`config.mk`:
```
export PLATFORM = sky130hd
export DESIGN_NAME = gpio_edge_irq_port
export DESIGN_NICKNAME = d
export VERILOG_FILES = /design/src/rtl/gpio_edge_pkg.sv /design/src/rtl/gpio_rst_sync.sv /design/src/rtl/gpio_in_edge.sv /design/src/rtl/gpio_regfile.sv /design/src/rtl/gpio_pend.sv /design/src/rtl/gpio_edge_irq_port.sv
export SDC_FILE = /design/constraint.sdc
export NUM_CORES = 1
export LEC_CHECK = 0
export BUFFER_PORTS_ARGS = -buffer_cell sky130_fd_sc_hd__buf_2
export CAP_MARGIN = 20
export CORE_MARGIN = 2
export CORE_UTILIZATION = 50
export DETAILED_ROUTE_END_ITERATION = 6
export GPL_TIMING_DRIVEN = 1
export PLACE_DENSITY = 0.74
export SLEW_MARGIN = 20
export SYNTH_ARGS = -nofsm -noshare
export SYNTH_HDL_FRONTEND = slang
export SYNTH_SLANG_ARGS = --single-unit
```
`constraint.sdc`:
```
create_clock -name clk -period 3.3 [get_ports clk]
set_input_delay 0.99 -clock clk [delete_from_list [all_inputs] [get_ports clk]]
set_output_delay 0.99 -clock clk [all_outputs]
set_load 0.01 [all_outputs]
```
`src/rtl/gpio_edge_pkg.sv`:
```
package gpio_edge_pkg;
  localparam int unsigned NPINS = 8;
  localparam int unsigned PINS_PER_CTRL = 4;

  typedef enum logic [1:0] {
    MODE_IN_FALL      = 2'b00,
    MODE_IN_RISE      = 2'b01,
    MODE_IN_PULL_FALL = 2'b10,
    MODE_OUT          = 2'b11
  } pin_mode_e;
endpackage

```
`src/rtl/gpio_rst_sync.sv`:
```
module gpio_rst_sync (
  input  logic clk,
  input  logic arst_n,
  output logic rst_n_o
);
  logic [1:0] stage_q;

  always_ff @(posedge clk or negedge arst_n) begin
    if (!arst_n) stage_q <= 2'b00;
    else         stage_q <= {stage_q[0], 1'b1};
  end

  assign rst_n_o = stage_q[1];
endmodule

```
`src/rtl/gpio_in_edge.sv`:
```
module gpio_in_edge #(
  parameter int unsigned NPINS       = 8,
  parameter int unsigned SYNC_STAGES = 2
) (
  input  logic             clk,
  input  logic             rst_n,
  input  logic [NPINS-1:0] pin_i,
  output logic [NPINS-1:0] level_o,
  output logic [NPINS-1:0] rise_o,
  output logic [NPINS-1:0] fall_o
);
  localparam int unsigned LAST = SYNC_STAGES - 1;

  for (genvar p = 0; p < NPINS; p++) begin : g_pin
    logic [SYNC_STAGES-1:0] shift_q, shift_d;
    logic                   prev_q;

    always_comb begin
      shift_d = {shift_q[SYNC_STAGES-2:0], pin_i[p]};
    end

    always_ff @(posedge clk or negedge rst_n) begin
      if (!rst_n) begin
        shift_q <= '0;
        prev_q  <= 1'b0;
      end else begin
        shift_q <= shift_d;
        prev_q  <= shift_q[LAST];
      end
    end

    assign level_o[p] = shift_q[LAST];
    assign rise_o[p]  =  shift_q[LAST] & ~prev_q;
    assign fall_o[p]  = ~shift_q[LAST] &  prev_q;
  end
endmodule

```
`src/rtl/gpio_regfile.sv`:
```
module gpio_regfile
  import gpio_edge_pkg::*;
#(
  parameter logic [7:0] ADDR_DATA    = 8'hE2,
  parameter logic [7:0] ADDR_CTRL_LO = 8'hE6,
  parameter logic [7:0] ADDR_CTRL_HI = 8'hE7,
  parameter logic [7:0] ADDR_IEN     = 8'hEC,
  parameter logic [7:0] ADDR_PEND    = 8'hED
) (
  input  logic                        clk,
  input  logic                        rst_n,
  input  logic                        bus_sel,
  input  logic                        bus_we,
  input  logic [7:0]                  bus_addr,
  input  logic [7:0]                  bus_wdata,
  output logic [7:0]                  bus_rdata,
  input  logic [NPINS-1:0]            level_i,
  input  logic [NPINS-1:0]            pend_i,
  output logic [NPINS-1:0]            out_o,
  output logic [NPINS-1:0]            ien_o,
  output pin_mode_e [NPINS-1:0]       mode_o,
  output logic [NPINS-1:0]            pend_clr_o
);
  logic [7:0] out_q, out_d;
  logic [7:0] ctl_lo_q, ctl_lo_d;
  logic [7:0] ctl_hi_q, ctl_hi_d;
  logic [7:0] ien_q, ien_d;
  logic       wr_en;

  assign wr_en = bus_sel & bus_we;

  always_comb begin
    out_d      = out_q;
    ctl_lo_d   = ctl_lo_q;
    ctl_hi_d   = ctl_hi_q;
    ien_d      = ien_q;
    pend_clr_o = '0;
    if (wr_en) begin
      unique case (bus_addr)
        ADDR_DATA:    out_d      = bus_wdata;
        ADDR_CTRL_LO: ctl_lo_d   = bus_wdata;
        ADDR_CTRL_HI: ctl_hi_d   = bus_wdata;
        ADDR_IEN:     ien_d      = bus_wdata;
        ADDR_PEND:    pend_clr_o = ~bus_wdata;
        default: ;
      endcase
    end
  end

  always_ff @(posedge clk or negedge rst_n) begin
    if (!rst_n) begin
      out_q    <= '0;
      ctl_lo_q <= '0;
      ctl_hi_q <= '0;
      ien_q    <= '0;
    end else begin
      out_q    <= out_d;
      ctl_lo_q <= ctl_lo_d;
      ctl_hi_q <= ctl_hi_d;
      ien_q    <= ien_d;
    end
  end

  always_comb begin
    unique case (bus_addr)
      ADDR_DATA:    bus_rdata = level_i;
      ADDR_CTRL_LO: bus_rdata = ctl_lo_q;
      ADDR_CTRL_HI: bus_rdata = ctl_hi_q;
      ADDR_IEN:     bus_rdata = ien_q;
      ADDR_PEND:    bus_rdata = pend_i;
      default:      bus_rdata = 8'h00;
    endcase
  end

  for (genvar p = 0; p < NPINS; p++) begin : g_mode
    if (p < PINS_PER_CTRL) begin : g_lo
      assign mode_o[p] = pin_mode_e'(ctl_lo_q[2*p +: 2]);
    end else begin : g_hi
      assign mode_o[p] = pin_mode_e'(ctl_hi_q[2*(p-PINS_PER_CTRL) +: 2]);
    end
  end

  assign out_o = out_q;
  assign ien_o = ien_q;
endmodule

```
`src/rtl/gpio_pend.sv`:
```
module gpio_pend
  import gpio_edge_pkg::*;
(
  input  logic                  clk,
  input  logic                  rst_n,
  input  pin_mode_e [NPINS-1:0] mode_i,
  input  logic [NPINS-1:0]      ien_i,
  input  logic [NPINS-1:0]      rise_i,
  input  logic [NPINS-1:0]      fall_i,
  input  logic [NPINS-1:0]      clr_i,
  output logic [NPINS-1:0]      pend_o
);
  logic [NPINS-1:0] pend_q, pend_d, hit;

  for (genvar p = 0; p < NPINS; p++) begin : g_hit
    always_comb begin
      unique case (mode_i[p])
        MODE_IN_FALL,
        MODE_IN_PULL_FALL: hit[p] = ien_i[p] & fall_i[p];
        MODE_IN_RISE:      hit[p] = ien_i[p] & rise_i[p];
        default:           hit[p] = 1'b0;
      endcase
    end
  end

  always_comb begin
    pend_d = hit | (pend_q & ~clr_i);
  end

  always_ff @(posedge clk or negedge rst_n) begin
    if (!rst_n) pend_q <= '0;
    else        pend_q <= pend_d;
  end

  assign pend_o = pend_q;
endmodule

```
`src/rtl/gpio_edge_irq_port.sv`:
```
module gpio_edge_irq_port
  import gpio_edge_pkg::*;
#(
  parameter int unsigned SYNC_STAGES  = 2,
  parameter logic [7:0]  ADDR_DATA    = 8'hE2,
  parameter logic [7:0]  ADDR_CTRL_LO = 8'hE6,
  parameter logic [7:0]  ADDR_CTRL_HI = 8'hE7,
  parameter logic [7:0]  ADDR_IEN     = 8'hEC,
  parameter logic [7:0]  ADDR_PEND    = 8'hED
) (
  input  logic       clk,
  input  logic       arst_n,
  input  logic       bus_sel,
  input  logic       bus_we,
  input  logic [7:0] bus_addr,
  input  logic [7:0] bus_wdata,
  output logic [7:0] bus_rdata,
  input  logic [7:0] pin_in,
  output logic [7:0] pin_out,
  output logic [7:0] pin_oe,
  output logic [7:0] pin_pu,
  output logic       irq_n
);
  logic                  rst_sync_n;
  logic [NPINS-1:0]      level_w, rise_w, fall_w;
  logic [NPINS-1:0]      ien_w, pend_w, clr_w;
  pin_mode_e [NPINS-1:0] mode_w;

  gpio_rst_sync u_rst (
    .clk     (clk),
    .arst_n  (arst_n),
    .rst_n_o (rst_sync_n)
  );

  gpio_in_edge #(.NPINS(NPINS), .SYNC_STAGES(SYNC_STAGES)) u_edge (
    .clk     (clk),
    .rst_n   (rst_sync_n),
    .pin_i   (pin_in),
    .level_o (level_w),
    .rise_o  (rise_w),
    .fall_o  (fall_w)
  );

  gpio_regfile #(
    .ADDR_DATA(ADDR_DATA), .ADDR_CTRL_LO(ADDR_CTRL_LO), .ADDR_CTRL_HI(ADDR_CTRL_HI),
    .ADDR_IEN(ADDR_IEN), .ADDR_PEND(ADDR_PEND)
  ) u_regs (
    .clk        (clk),
    .rst_n      (rst_sync_n),
    .bus_sel    (bus_sel),
    .bus_we     (bus_we),
    .bus_addr   (bus_addr),
    .bus_wdata  (bus_wdata),
    .bus_rdata  (bus_rdata),
    .level_i    (level_w),
    .pend_i     (pend_w),
    .out_o      (pin_out),
    .ien_o      (ien_w),
    .mode_o     (mode_w),
    .pend_clr_o (clr_w)
  );

  gpio_pend u_pend (
    .clk    (clk),
    .rst_n  (rst_sync_n),
    .mode_i (mode_w),
    .ien_i  (ien_w),
    .rise_i (rise_w),
    .fall_i (fall_w),
    .clr_i  (clr_w),
    .pend_o (pend_w)
  );

  for (genvar p = 0; p < NPINS; p++) begin : g_pad
    assign pin_oe[p] = (mode_w[p] == MODE_OUT);
    assign pin_pu[p] = (mode_w[p] == MODE_IN_PULL_FALL);
  end

  assign irq_n = ~|pend_w;
endmodule

```
==> results of run 1 <==
==> cell usage after synthesis, drive strengths merged <==
master	n
dfrtp	66
nand4	1
and4	1
mux2i	12
mux2	32
o41ai	8
and3b	1
nand2b	2
or4	2
o22ai	4
a22o	4
o211ai	4
o21ai	8
a2bb2oi	4
conb	1
and4b	2
buf	2
nand3	17
nand3b	1
nand4b	1
nor3b	8
inv	1
nor4b	5
nor4bb	8
or2	1
nand2	10
nor2b	8
and2	9
nor2	2
clkbuf	3
==> logic make-up after synthesis <==
group	count (synthesis)
compound gates	32
flops	66
other cells	1
mux	44
buf+inv	6
simple gates	79
==> per-stage QoR <==
stage / util / instances
final: 0.6233 / 381
after global routing: 0.6233 / 381
after CTS: 0.6233 / 381
after detailed placement: 0.5830 / 365
after global placement: 0.5830 / 365
after floorplan: - / 228
==> registers in the layout, summed over array words and instances (netlist names) <==
register              flops
u_edge.g_pin.shift_q     16
u_edge.g_pin.prev_q       8
u_pend.pend_o             8
u_regs.ctl_hi_q           8
u_regs.ctl_lo_q           8
u_regs.ien_o              8
u_regs.out_o              8
u_rst.stage_q             2
==> placed cells by master, fill, tap and decap left out, drive strengths merged, types with 2 or more instances in the layout <==
cell	instances
nor4b	5
and2	9
nor4bb	8
bufinv	3
buf	67
o21ai	8
and4b	2
nor2b	8
a22o	4
nor3b	8
a2bb2oi	4
o41ai	8
dfrtp	66
or4	2
nor2	2
mux2i	12
mux2	32
o211ai	4
clkbuf	11
nand3	17
o22ai	4
nand2	10
nand2b	2
==> routing by layer <==
layer  share of wire  routed length, um  vias up
met3           0.047                321       13
met5               0                  0        -
met2            0.47               3194       62
met4           0.021                141        0
met1            0.46               3133     1104
li1                -                  -     1012
==> worst min-delay path by stage <==
| stage | slack, ps | endpoint | cells after the start |
|---|---|---|---|
| 2_1_floorplan | 330 | u_edge.g_pin[0].shift_q[1] | 0 |
| 3_3_place_gp | 170 | u_regs.out_o[4] | 0 |
| 3_5_place_dp | 180 | u_edge.g_pin[2].prev_q | 0 |
| 4_1_cts | 180 | u_edge.g_pin[2].prev_q | 0 |
| 5_1_grt | 190 | u_regs.out_o[4] | 0 |
| 6_report | 160 | u_regs.ctl_lo_q[4] | 0 |
==> layout make-up <==
| type | instances | area [sq um] |
|---|---|---|
| Fill cell | 502 | 2191 |
| Sequential cell | 66 | 1653 |
| Multi-Input combinational cell | 156 | 1287 |
| Timing Repair Buffer | 67 | 352.8 |
| Clock buffer | 11 | 131.4 |
| Clock inverter | 5 | 102.6 |
| Tap cell | 75 | 93.84 |
| Inverter | 1 | 3.754 |
==> critical path, delay by kind of cell <==
kind,cells,cell delay [ps]
buffers and inverters,3,460
and+or+nand+nor,2,510
AOI/OAI and AO/OA,1,160
==> report_power, final <==
| part | internal [uW] | switching (uW) | total, uW | leakage, uW |
|---|---|---|---|---|
| Combinational | 48.9 | 62.3 | 111 | 0.000821 |
| Clock | 501 | 308 | 809 | 0.000114 |
| Sequential | 836 | 23.8 | 859 | 0.000816 |
| Total | 1390 | 394 | 1780 | 0.00175 |
==> results.py, run 1 <==
metrics = {
    "yosys": {
        "synth_top_family_by_area": "simple AND/OR/NAND/NOR gates",
        "synthMuxAreaShare": 0.1616,
        "synth-simple-area-share": 0.1911,
        "netlist_top_cells_area": "dfrtp_1, mux2_2, mux2i_1, nand3_1, nor4bb_1",
        "synth_fa_ha_area_frac": 0,
        "syn_area_sq_um": 2973,
        "yosysSeqAreaShare": 0.5556,
        "mappedNetlistNets": 256,
        "synth_compound_area_frac": 0.07912,
        "yosys_warnings": 0,
        "synth.ff_latch_count": 66,
        "synth-xor-area-share": 0,
        "synth_area_per_cell_sq_um": 13.04,
        "synth.distinct_cells": 33,
        "netlist.area_leader.share": 0.5556,
        "synthCells": 228,
        "yosysTopAreaCell": "dfrtp_1",
    },
    "critical_path": {
        "crit_path_frequent_cell": "buf_2",
        "cp_slowest_cell": "nor4b_1",
        "critPathLaunch": "bus_addr[2]",
        "r2r_start": "u_rst.stage_q[1]",
        "arrival_ps": 2120,
        "end_kind": "primary output",
        "rr_endpoint": "u_pend.pend_o[1]",
        "worstPathRequired_ps": 2310,
        "critPathMaxFanout": 6,
        "path_class": "input pin to primary output",
        "crit_path_end": "bus_rdata[1]",
        "worstSetupStartpointType": "input pin",
        "path_cells": "buf_2 -> nor4b_1 -> buf_4 -> and2_1 -> a22o_1 -> buf_2",
        "regToRegSetupSlack_ps": 2210,
        "reg2reg_depth": 1,
        "slowest_delay_ps": 290,
    },
    "global_routing": {
        "overflow": 0,
        "grt_start_max_net_pins": 50,
        "use_met2": 0.3496,
        "grt_usage": 0.2289,
        "top_usage_layer": "met2",
        "use_met1": 0.3099,
        "grt_antenna_before_repair": 0,
        "grt_pass1_vias": 2122,
        "grt_pass1_wl_um": 10930,
        "use_met3": 0.05222,
    },
    "routing": {
        "wl_per_cell_um": 17.82,
        "dr.pass1.iters": 4,
        "wirelength_um": 6790,
        "vias": 2191,
        "drc": 0,
        "drt_iter0_markers": 184,
        "postRouteAntennaNets": 0,
        "viasPerCell": 5.751,
    },
    "die": {
        "die_h_um": 81.11,
        "dieArea_sq_um": 6579,
        "die_x_um": 81.11,
        "core_sq_um": 5816,
        "rows": 28,
        "ios": 61,
        "start_util": 0.5112,
    },
    "clock_network": {
        "postCtsHoldBufs": 0,
        "clock-root-buffer": "clkbuf_8",
        "clk_pin_slew_worst_paths_ps": 70,
        "htreeDepth": 3,
        "numClockSinks": 66,
        "cts_buffers": 9,
        "cts_max_path_buffers": 2,
        "cts_tree": "done",
        "cts_setup_buffers": 0,
        "ctsResizeCount": 0,
        "worstSkewPairLatency_ps": 350,
    },
    "power_and_ir_drop": {
        "total_power_uw": 1779,
        "p_leak_uw": 0.001751,
        "vdd_ir_drop_max_v": 0.0003763,
        "p_per_area_nw_per_um2": 490.9,
    },
    "final_layout": {
        "antenna_cells": 0,
        "syn_to_final_growth_pct": 21.93,
        "drive_gt1_frac": 0.3922,
        "nets": 329,
        "stdcell_area_sq_um": 3625,
    },
    "sta": {
        "tns_ps": 0,
        "setup_viol": 0,
        "rsz0062_at_grt": "false",
        "fin_worst_skew_ps": 7.788,
        "worst_pin_slew_ps": 776.3,
        "period_minus_slack_ps": 3114,
        "fmax_ghz": 0.3211,
        "max_slew_margin": 0.4803,
        "slew_violations": 0,
        "layout_setup_ws_ps": 185.6,
        "period_share": 0.9438,
        "hold_viol": 0,
        "whs_ps": 163.3,
    },
    "placed_design": {
        "placed_area_sq_um": 3391,
        "dp_hpwl_um": 4758,
        "numPortBuffers": 60,
        "place_congestion": 0.9007,
        "pre_cts_ws_ps": 174.4,
    },
    "run": {
        "max_cap_violations": 0,
    },
    "status": {
        "status": "finished clean",
    },
    "worst_hold_path": {
        "holdCritPathClass": "flop to asynchronous set/reset pin",
    },
}
Note: power is estimated with default switching activity, not from simulation.
==> run 2, diff against run 1 <==
==> constraint.sdc (replaced) <==
create_clock -name clk -period 3.7 [get_ports clk]
set_input_delay 1.11 -clock clk [delete_from_list [all_inputs] [get_ports clk]]
set_output_delay 1.11 -clock clk [all_outputs]
set_load 0.01 [all_outputs]
==> run 2 against run 1 <==
  * Clock-buffer cell count up 1
  * Worst setup slack better by 62 ps
  * Die area unchanged
  * Sequential share of layout area up 0.46 points
  * Utilization down 0.62 points
  * Final area down 1.0%
  * Register-to-register slack better by 290 ps
  * Largest cell class unchanged
  * Largest power group unchanged
==> results.py, run 2 (synthesis gave the netlist of run 1 again) <==
metrics = {
    "placed_design": {
        "dp_hpwl_um": 4688,
        "numPortBuffers": 60,
        "place_congestion": 0.8840,
        "placed_area_sq_um": 3383,
        "pre_cts_ws_ps": 282.7,
    },
    "clock_network": {
        "worstSkewPairLatency_ps": 340,
        "numClockSinks": 66,
        "cts_buffers": 9,
        "cts_setup_buffers": 0,
        "clock-root-buffer": "clkbuf_8",
        "ctsResizeCount": 0,
        "cts_tree": "done",
        "htreeDepth": 3,
        "cts_max_path_buffers": 2,
        "clk_pin_slew_worst_paths_ps": 70,
        "postCtsHoldBufs": 0,
    },
    "sta": {
        "setup_viol": 0,
        "rsz0062_at_grt": "false",
        "layout_setup_ws_ps": 247.2,
        "period_minus_slack_ps": 3453,
        "worst_pin_slew_ps": 807.0,
        "hold_viol": 0,
        "slew_violations": 0,
        "period_share": 0.9332,
        "fin_worst_skew_ps": 9.189,
        "whs_ps": 349.5,
        "max_slew_margin": 0.4620,
        "fmax_ghz": 0.2896,
        "tns_ps": 0,
    },
    "routing": {
        "drc": 0,
        "postRouteAntennaNets": 0,
        "wl_per_cell_um": 17.13,
        "dr.pass1.iters": 4,
        "vias": 2243,
        "drt_iter0_markers": 187,
        "viasPerCell": 5.903,
        "wirelength_um": 6510,
    },
    "critical_path": {
        "critPathMaxFanout": 10,
        "regToRegSetupSlack_ps": 2500,
        "path_class": "input pin to primary output",
        "slowest_delay_ps": 320,
        "reg2reg_depth": 1,
        "path_cells": "buf_2 -> nor4b_1 -> buf_4 -> and2_1 -> a22o_1 -> buf_2",
        "worstSetupStartpointType": "input pin",
        "cp_slowest_cell": "nor4b_1",
        "rr_endpoint": "u_regs.ien_o[1]",
        "crit_path_end": "bus_rdata[3]",
        "arrival_ps": 2340,
        "r2r_start": "u_rst.stage_q[1]",
        "crit_path_frequent_cell": "buf_2",
        "worstPathRequired_ps": 2590,
        "critPathLaunch": "bus_addr[0]",
        "end_kind": "primary output",
    },
    "power_and_ir_drop": {
        "vdd_ir_drop_max_v": 0.0002802,
        "p_per_area_nw_per_um2": 411.3,
        "total_power_uw": 1476,
        "p_leak_uw": 0.001731,
    },
    "final_layout": {
        "stdcell_area_sq_um": 3588,
        "syn_to_final_growth_pct": 20.71,
        "drive_gt1_frac": 0.3934,
        "final_common_cell": "dfrtp_1",
        "antenna_cells": 0,
        "layout_common_cells": "dfrtp_1, buf_2, mux2_2",
        "nets": 328,
        "largest_register": "u_edge.g_pin.shift_q",
        "largest_reg_flops": 16,
    },
    "die": {
        "rows": 28,
        "die_x_um": 81.11,
        "dieArea_sq_um": 6579,
        "core_sq_um": 5816,
        "ios": 61,
        "die_h_um": 81.11,
        "start_util": 0.5112,
    },
    "global_routing": {
        "grt_pass1_vias": 2148,
        "grt_start_max_net_pins": 39,
        "grt_antenna_before_repair": 0,
        "grt_usage": 0.2204,
        "overflow": 0,
        "grt_pass1_wl_um": 10720,
    },
    "worst_hold_path": {
        "holdCritPathClass": "flop to flop",
        "min_from": "u_edge.g_pin[1].shift_q[0]",
    },
    "run": {
        "max_cap_violations": 0,
    },
    "status": {
        "status": "finished clean",
    },
}
## run 2: cell count changes in the layout (fill, tap and decap cells not counted)
cell        previous run  this run
bufinv_16              3         1
clkbuf_8               9        11
buf_4                  7         6
clkbuf_1               2         1
clkinvlp_4             1         2
## run 2: layer usage
layer  vias up  part of all wire  global-route usage
li1       1009                 -                   -
met1      1142              0.44              0.3084
met2        77              0.47              0.3388
met3        15             0.066             0.04667
met4         0             0.020             0.08644
met5         -                 0                   0
## run 2: cell type report
| type | instances | area (sq um) |
|---|---|---|
| Fill cell | 483 | 2227 |
| Clock buffer | 12 | 155.1 |
| Timing Repair Buffer | 66 | 345.3 |
| Inverter | 1 | 3.754 |
| Clock inverter | 4 | 50.05 |
| Sequential cell | 66 | 1653 |
| Tap cell | 75 | 93.84 |
| Multi-Input combinational cell | 156 | 1287 |
## run 2: power breakdown
group | total [uW] | switching, uW | internal [uW]
combinational | 92.7 | 49.8 | 42.9
sequential | 771 | 25.8 | 745
clock | 612 | 265 | 347
## run 2: how the worst min path moves through the flow
stage,end,slack [ps],cells past startpoint
final,u_edge.g_pin[1].shift_q[1],350,0
after global routing,u_edge.g_pin[1].shift_q[1],360,0
after CTS,u_edge.g_pin[1].shift_q[1],350,0
after detailed placement,u_edge.g_pin[1].shift_q[1],330,0
after global placement,u_edge.g_pin[0].shift_q[1],330,0
after floorplan,u_edge.g_pin[0].shift_q[1],330,0
## run 2: metrics by stage
stage	util	cells
2_1_floorplan	-	228
3_3_place_gp	0.5818	364
3_5_place_dp	0.5818	364
4_1_cts	0.6170	380
5_1_grt	0.6170	380
6_report	0.6170	380
## run 2: worst max-delay path: cells and delay by family
kind / cells / cell delay (ps)
compound gates: 1 / 190
buf+inv: 3 / 500
simple gates: 2 / 550
==> run 3, diff against run 2 <==
--- a/config.mk
+++ b/config.mk
@@ -5,12 +5,13 @@
 export SDC_FILE = /design/constraint.sdc
 export NUM_CORES = 1
 export LEC_CHECK = 0
+export ABC_AREA = 1
 export BUFFER_PORTS_ARGS = -buffer_cell sky130_fd_sc_hd__buf_2
 export CAP_MARGIN = 20
 export CORE_MARGIN = 2
 export CORE_UTILIZATION = 50
 export DETAILED_ROUTE_END_ITERATION = 6
-export GPL_TIMING_DRIVEN = 1
+export GPL_TIMING_DRIVEN = 0
 export PLACE_DENSITY = 0.74
 export SLEW_MARGIN = 20
 export SYNTH_ARGS = -nofsm -noshare
==> run 3 against run 2 <==
  * Non-clock buffer count rose by 5
  * Synthesized area increased by 3.2%
  * Global-route usage rose by 3.2 points
  * Largest cell class unchanged
  * Largest power group unchanged
==> results.py, run 3 <==
metrics = {
    "routing": {
        "dr.pass1.iters": 4,
        "drt_iter0_markers": 232,
        "wl_per_cell_um": 14.74,
        "postRouteAntennaNets": 0,
        "viasPerCell": 5.182,
        "wirelength_um": 7516,
        "vias": 2643,
        "drc": 0,
    },
    "critical_path": {
        "worstSetupStartpointType": "input pin",
        "worstPathRequired_ps": 2590,
        "r2r_start": "u_regs.ctl_lo_q[2]",
        "critPathTopFamily": "buffers and inverters",
        "critPathMaxFanout": 10,
        "worst-path-buf-inv": 6,
        "cp_slowest_cell": "buf_4",
        "arrival_ps": 2290,
        "path_cells": "buf_2 -> inv_1 -> nand2_1 -> nor2_2 -> buf_6 -> buf_4 -> nand3_1 -> o21ai_0 -> inv_1 -> nand2_1 -> buf_2",
        "path_class": "input pin to primary output",
        "rr_endpoint": "u_pend.pend_o[1]",
        "reg2reg_depth": 2,
        "end_kind": "primary output",
        "regToRegSetupSlack_ps": 2800,
        "slowest_delay_ps": 210,
    },
    "die": {
        "die_h_um": 82.33,
        "ios": 61,
        "die_x_um": 82.33,
        "dieArea_sq_um": 6778,
        "rows": 28,
        "core_sq_um": 5921,
        "start_util": 0.5182,
    },
    "sta": {
        "setup_viol": 0,
        "slew_violations": 0,
        "rsz0062_at_grt": "false",
        "fmax_ghz": 0.2941,
        "tns_ps": 0,
        "fin_worst_skew_ps": 8.022,
        "period_minus_slack_ps": 3400,
        "period_share": 0.9189,
        "hold_viol": 0,
    },
    "yosys": {
        "yosysTopAreaCell": "dfrtp_1",
        "synth_area_per_cell_sq_um": 8.570,
        "synth_commonest_cells": "nand2_1, dfrtp_1, inv_1, o21ai_0, nor2_1",
        "synth-xor-area-share": 0,
        "mappedNetlistNets": 386,
        "synth.distinct_cells": 25,
        "yosys_warnings": 0,
        "synth_fa_ha_area_frac": 0,
        "ys_async_sr_fraction": 1.000,
        "syn_area_sq_um": 3068,
        "synth_compound_area_frac": 0.1203,
        "synthCells": 358,
        "netlist_top_cells_area": "dfrtp_1, nand2_1, o21ai_0, inv_1, nand3_1",
        "netlist.area_leader.share": 0.5383,
        "synth_edf_count": 0,
        "synth.ff_latch_count": 66,
        "yosysSeqAreaShare": 0.5383,
        "synth_flop_cell": "dfrtp_1",
        "synthMuxAreaShare": 0,
        "synth_most_common_cell": "nand2_1",
        "synth_top_family_by_area": "simple AND/OR/NAND/NOR gates",
        "synth-simple-area-share": 0.2639,
    },
    "final_layout": {
        "final_common_cell": "nand2_1",
        "stdcell_count": 510,
        "seqCellArea_sq_um": 1655,
        "layout.core_utilization": 0.6238,
        "antenna_cells": 0,
        "largest_register": "u_edge.g_pin.shift_q",
        "multi_input_area_sq_um": 1182,
        "fill_cells": 557,
        "layout_common_cells": "nand2_1, dfrtp_1, buf_2",
        "drive_gt1_frac": 0.2644,
        "nets": 458,
        "largest_reg_flops": 16,
        "syn_to_final_growth_pct": 20.39,
    },
    "placed_design": {
        "place_congestion": 0.8646,
        "post-place-cells": 494,
        "dp_hpwl_um": 5420,
        "numPortBuffers": 60,
    },
    "clock_network": {
        "cts_tree": "done",
        "clock-root-buffer": "clkbuf_8",
        "htreeDepth": 3,
        "worstSkewPairLatency_ps": 350,
        "cts_buffers": 9,
        "numClockSinks": 66,
        "cts_setup_buffers": 0,
        "clk_pin_slew_worst_paths_ps": 70,
        "ctsResizeCount": 0,
        "cts_max_path_buffers": 2,
        "postCtsHoldBufs": 0,
    },
    "power_and_ir_drop": {
        "total_power_uw": 1517,
        "p_leak_uw": 0.001980,
        "vdd_ir_drop_max_v": 0.0002475,
        "p_per_area_nw_per_um2": 410.7,
    },
    "status": {
        "status": "finished clean",
    },
    "run": {
        "max_cap_violations": 0,
    },
    "global_routing": {
        "overflow": 0,
        "grt_start_max_net_pins": 39,
        "grt_antenna_before_repair": 0,
        "grt_pass1_wl_um": 12250,
        "grt_usage": 0.2525,
        "grt_pass1_vias": 2503,
    },
    "worst_hold_path": {
        "holdCritPathClass": "flop to asynchronous set/reset pin",
    },
}
==> run 3: changes by cell type after synthesis, moves of 12 or more <==
cell,before,now
inv_1,0,40
o21ai_0,8,38
nor2_1,2,25
nand2_1,10,97
mux2_2,32,0
o21ai_1,0,14
mux2i_1,12,0
==> run 3: logic make-up (layout without fill, tap and decap cells) <==
| family | count (synthesis) | after routing |
|---|---|---|
| flops | 66 | 66 |
| compound gates | 65 | 65 |
| buf+inv | 51 | 128 |
| simple gates | 175 | 175 |
| other cells | 1 | 1 |
==> run 3: worst max path at each step <==
stage / end / from / cells past startpoint
after detailed placement: bus_rdata[7] / bus_addr[4] / 11
after global placement: bus_rdata[1] / bus_addr[4] / 11
after CTS: bus_rdata[1] / bus_addr[4] / 11
final: bus_rdata[1] / bus_addr[4] / 11
after floorplan: bus_rdata[2] / bus_addr[4] / 9
after global routing: bus_rdata[1] / bus_addr[4] / 11
==> run 3: layer usage <==
layer / track usage / vias to the layer above / share of wire
met5: 0 / - / 0
met2: 0.3911 / 99 / 0.46
met1: 0.3449 / 1240 / 0.43
met3: 0.04348 / 13 / 0.083
li1: - / 1291 / -
met4: 0.1233 / 0 / 0.021
==> run 3: final cells by class <==
cell class	count	share of cell area
inverter	41	0.04167
sequential	66	0.4482
tap	75	0.02541
timing repair buffer	61	0.08672
clock buffer	14	0.04675
clock inverter	2	0.009485
multi-input combinational	241	0.3201
buffer	10	0.02168
==> run 3: per-stage QoR <==
step	instance area, sq um	setup WS, ps	hold slack, ps
4_1_cts	3694	299.1	256.0
6_report	3694	299.9	243.9
2_1_floorplan	3068	667.6	331.2
3_5_place_dp	3486	304.9	249.4
3_3_place_gp	3462	310.4	331.3
5_1_grt	3694	173.2	281.2
==> run 3: where the power goes <==
group	switching [uW]	internal (uW)	leakage, uW	total (uW)
logic	71.0	42.2	0.00111	113
registers	26.1	751	0.000759	777
clock network	261	366	0.000107	627
total	358	1160	0.00198	1520
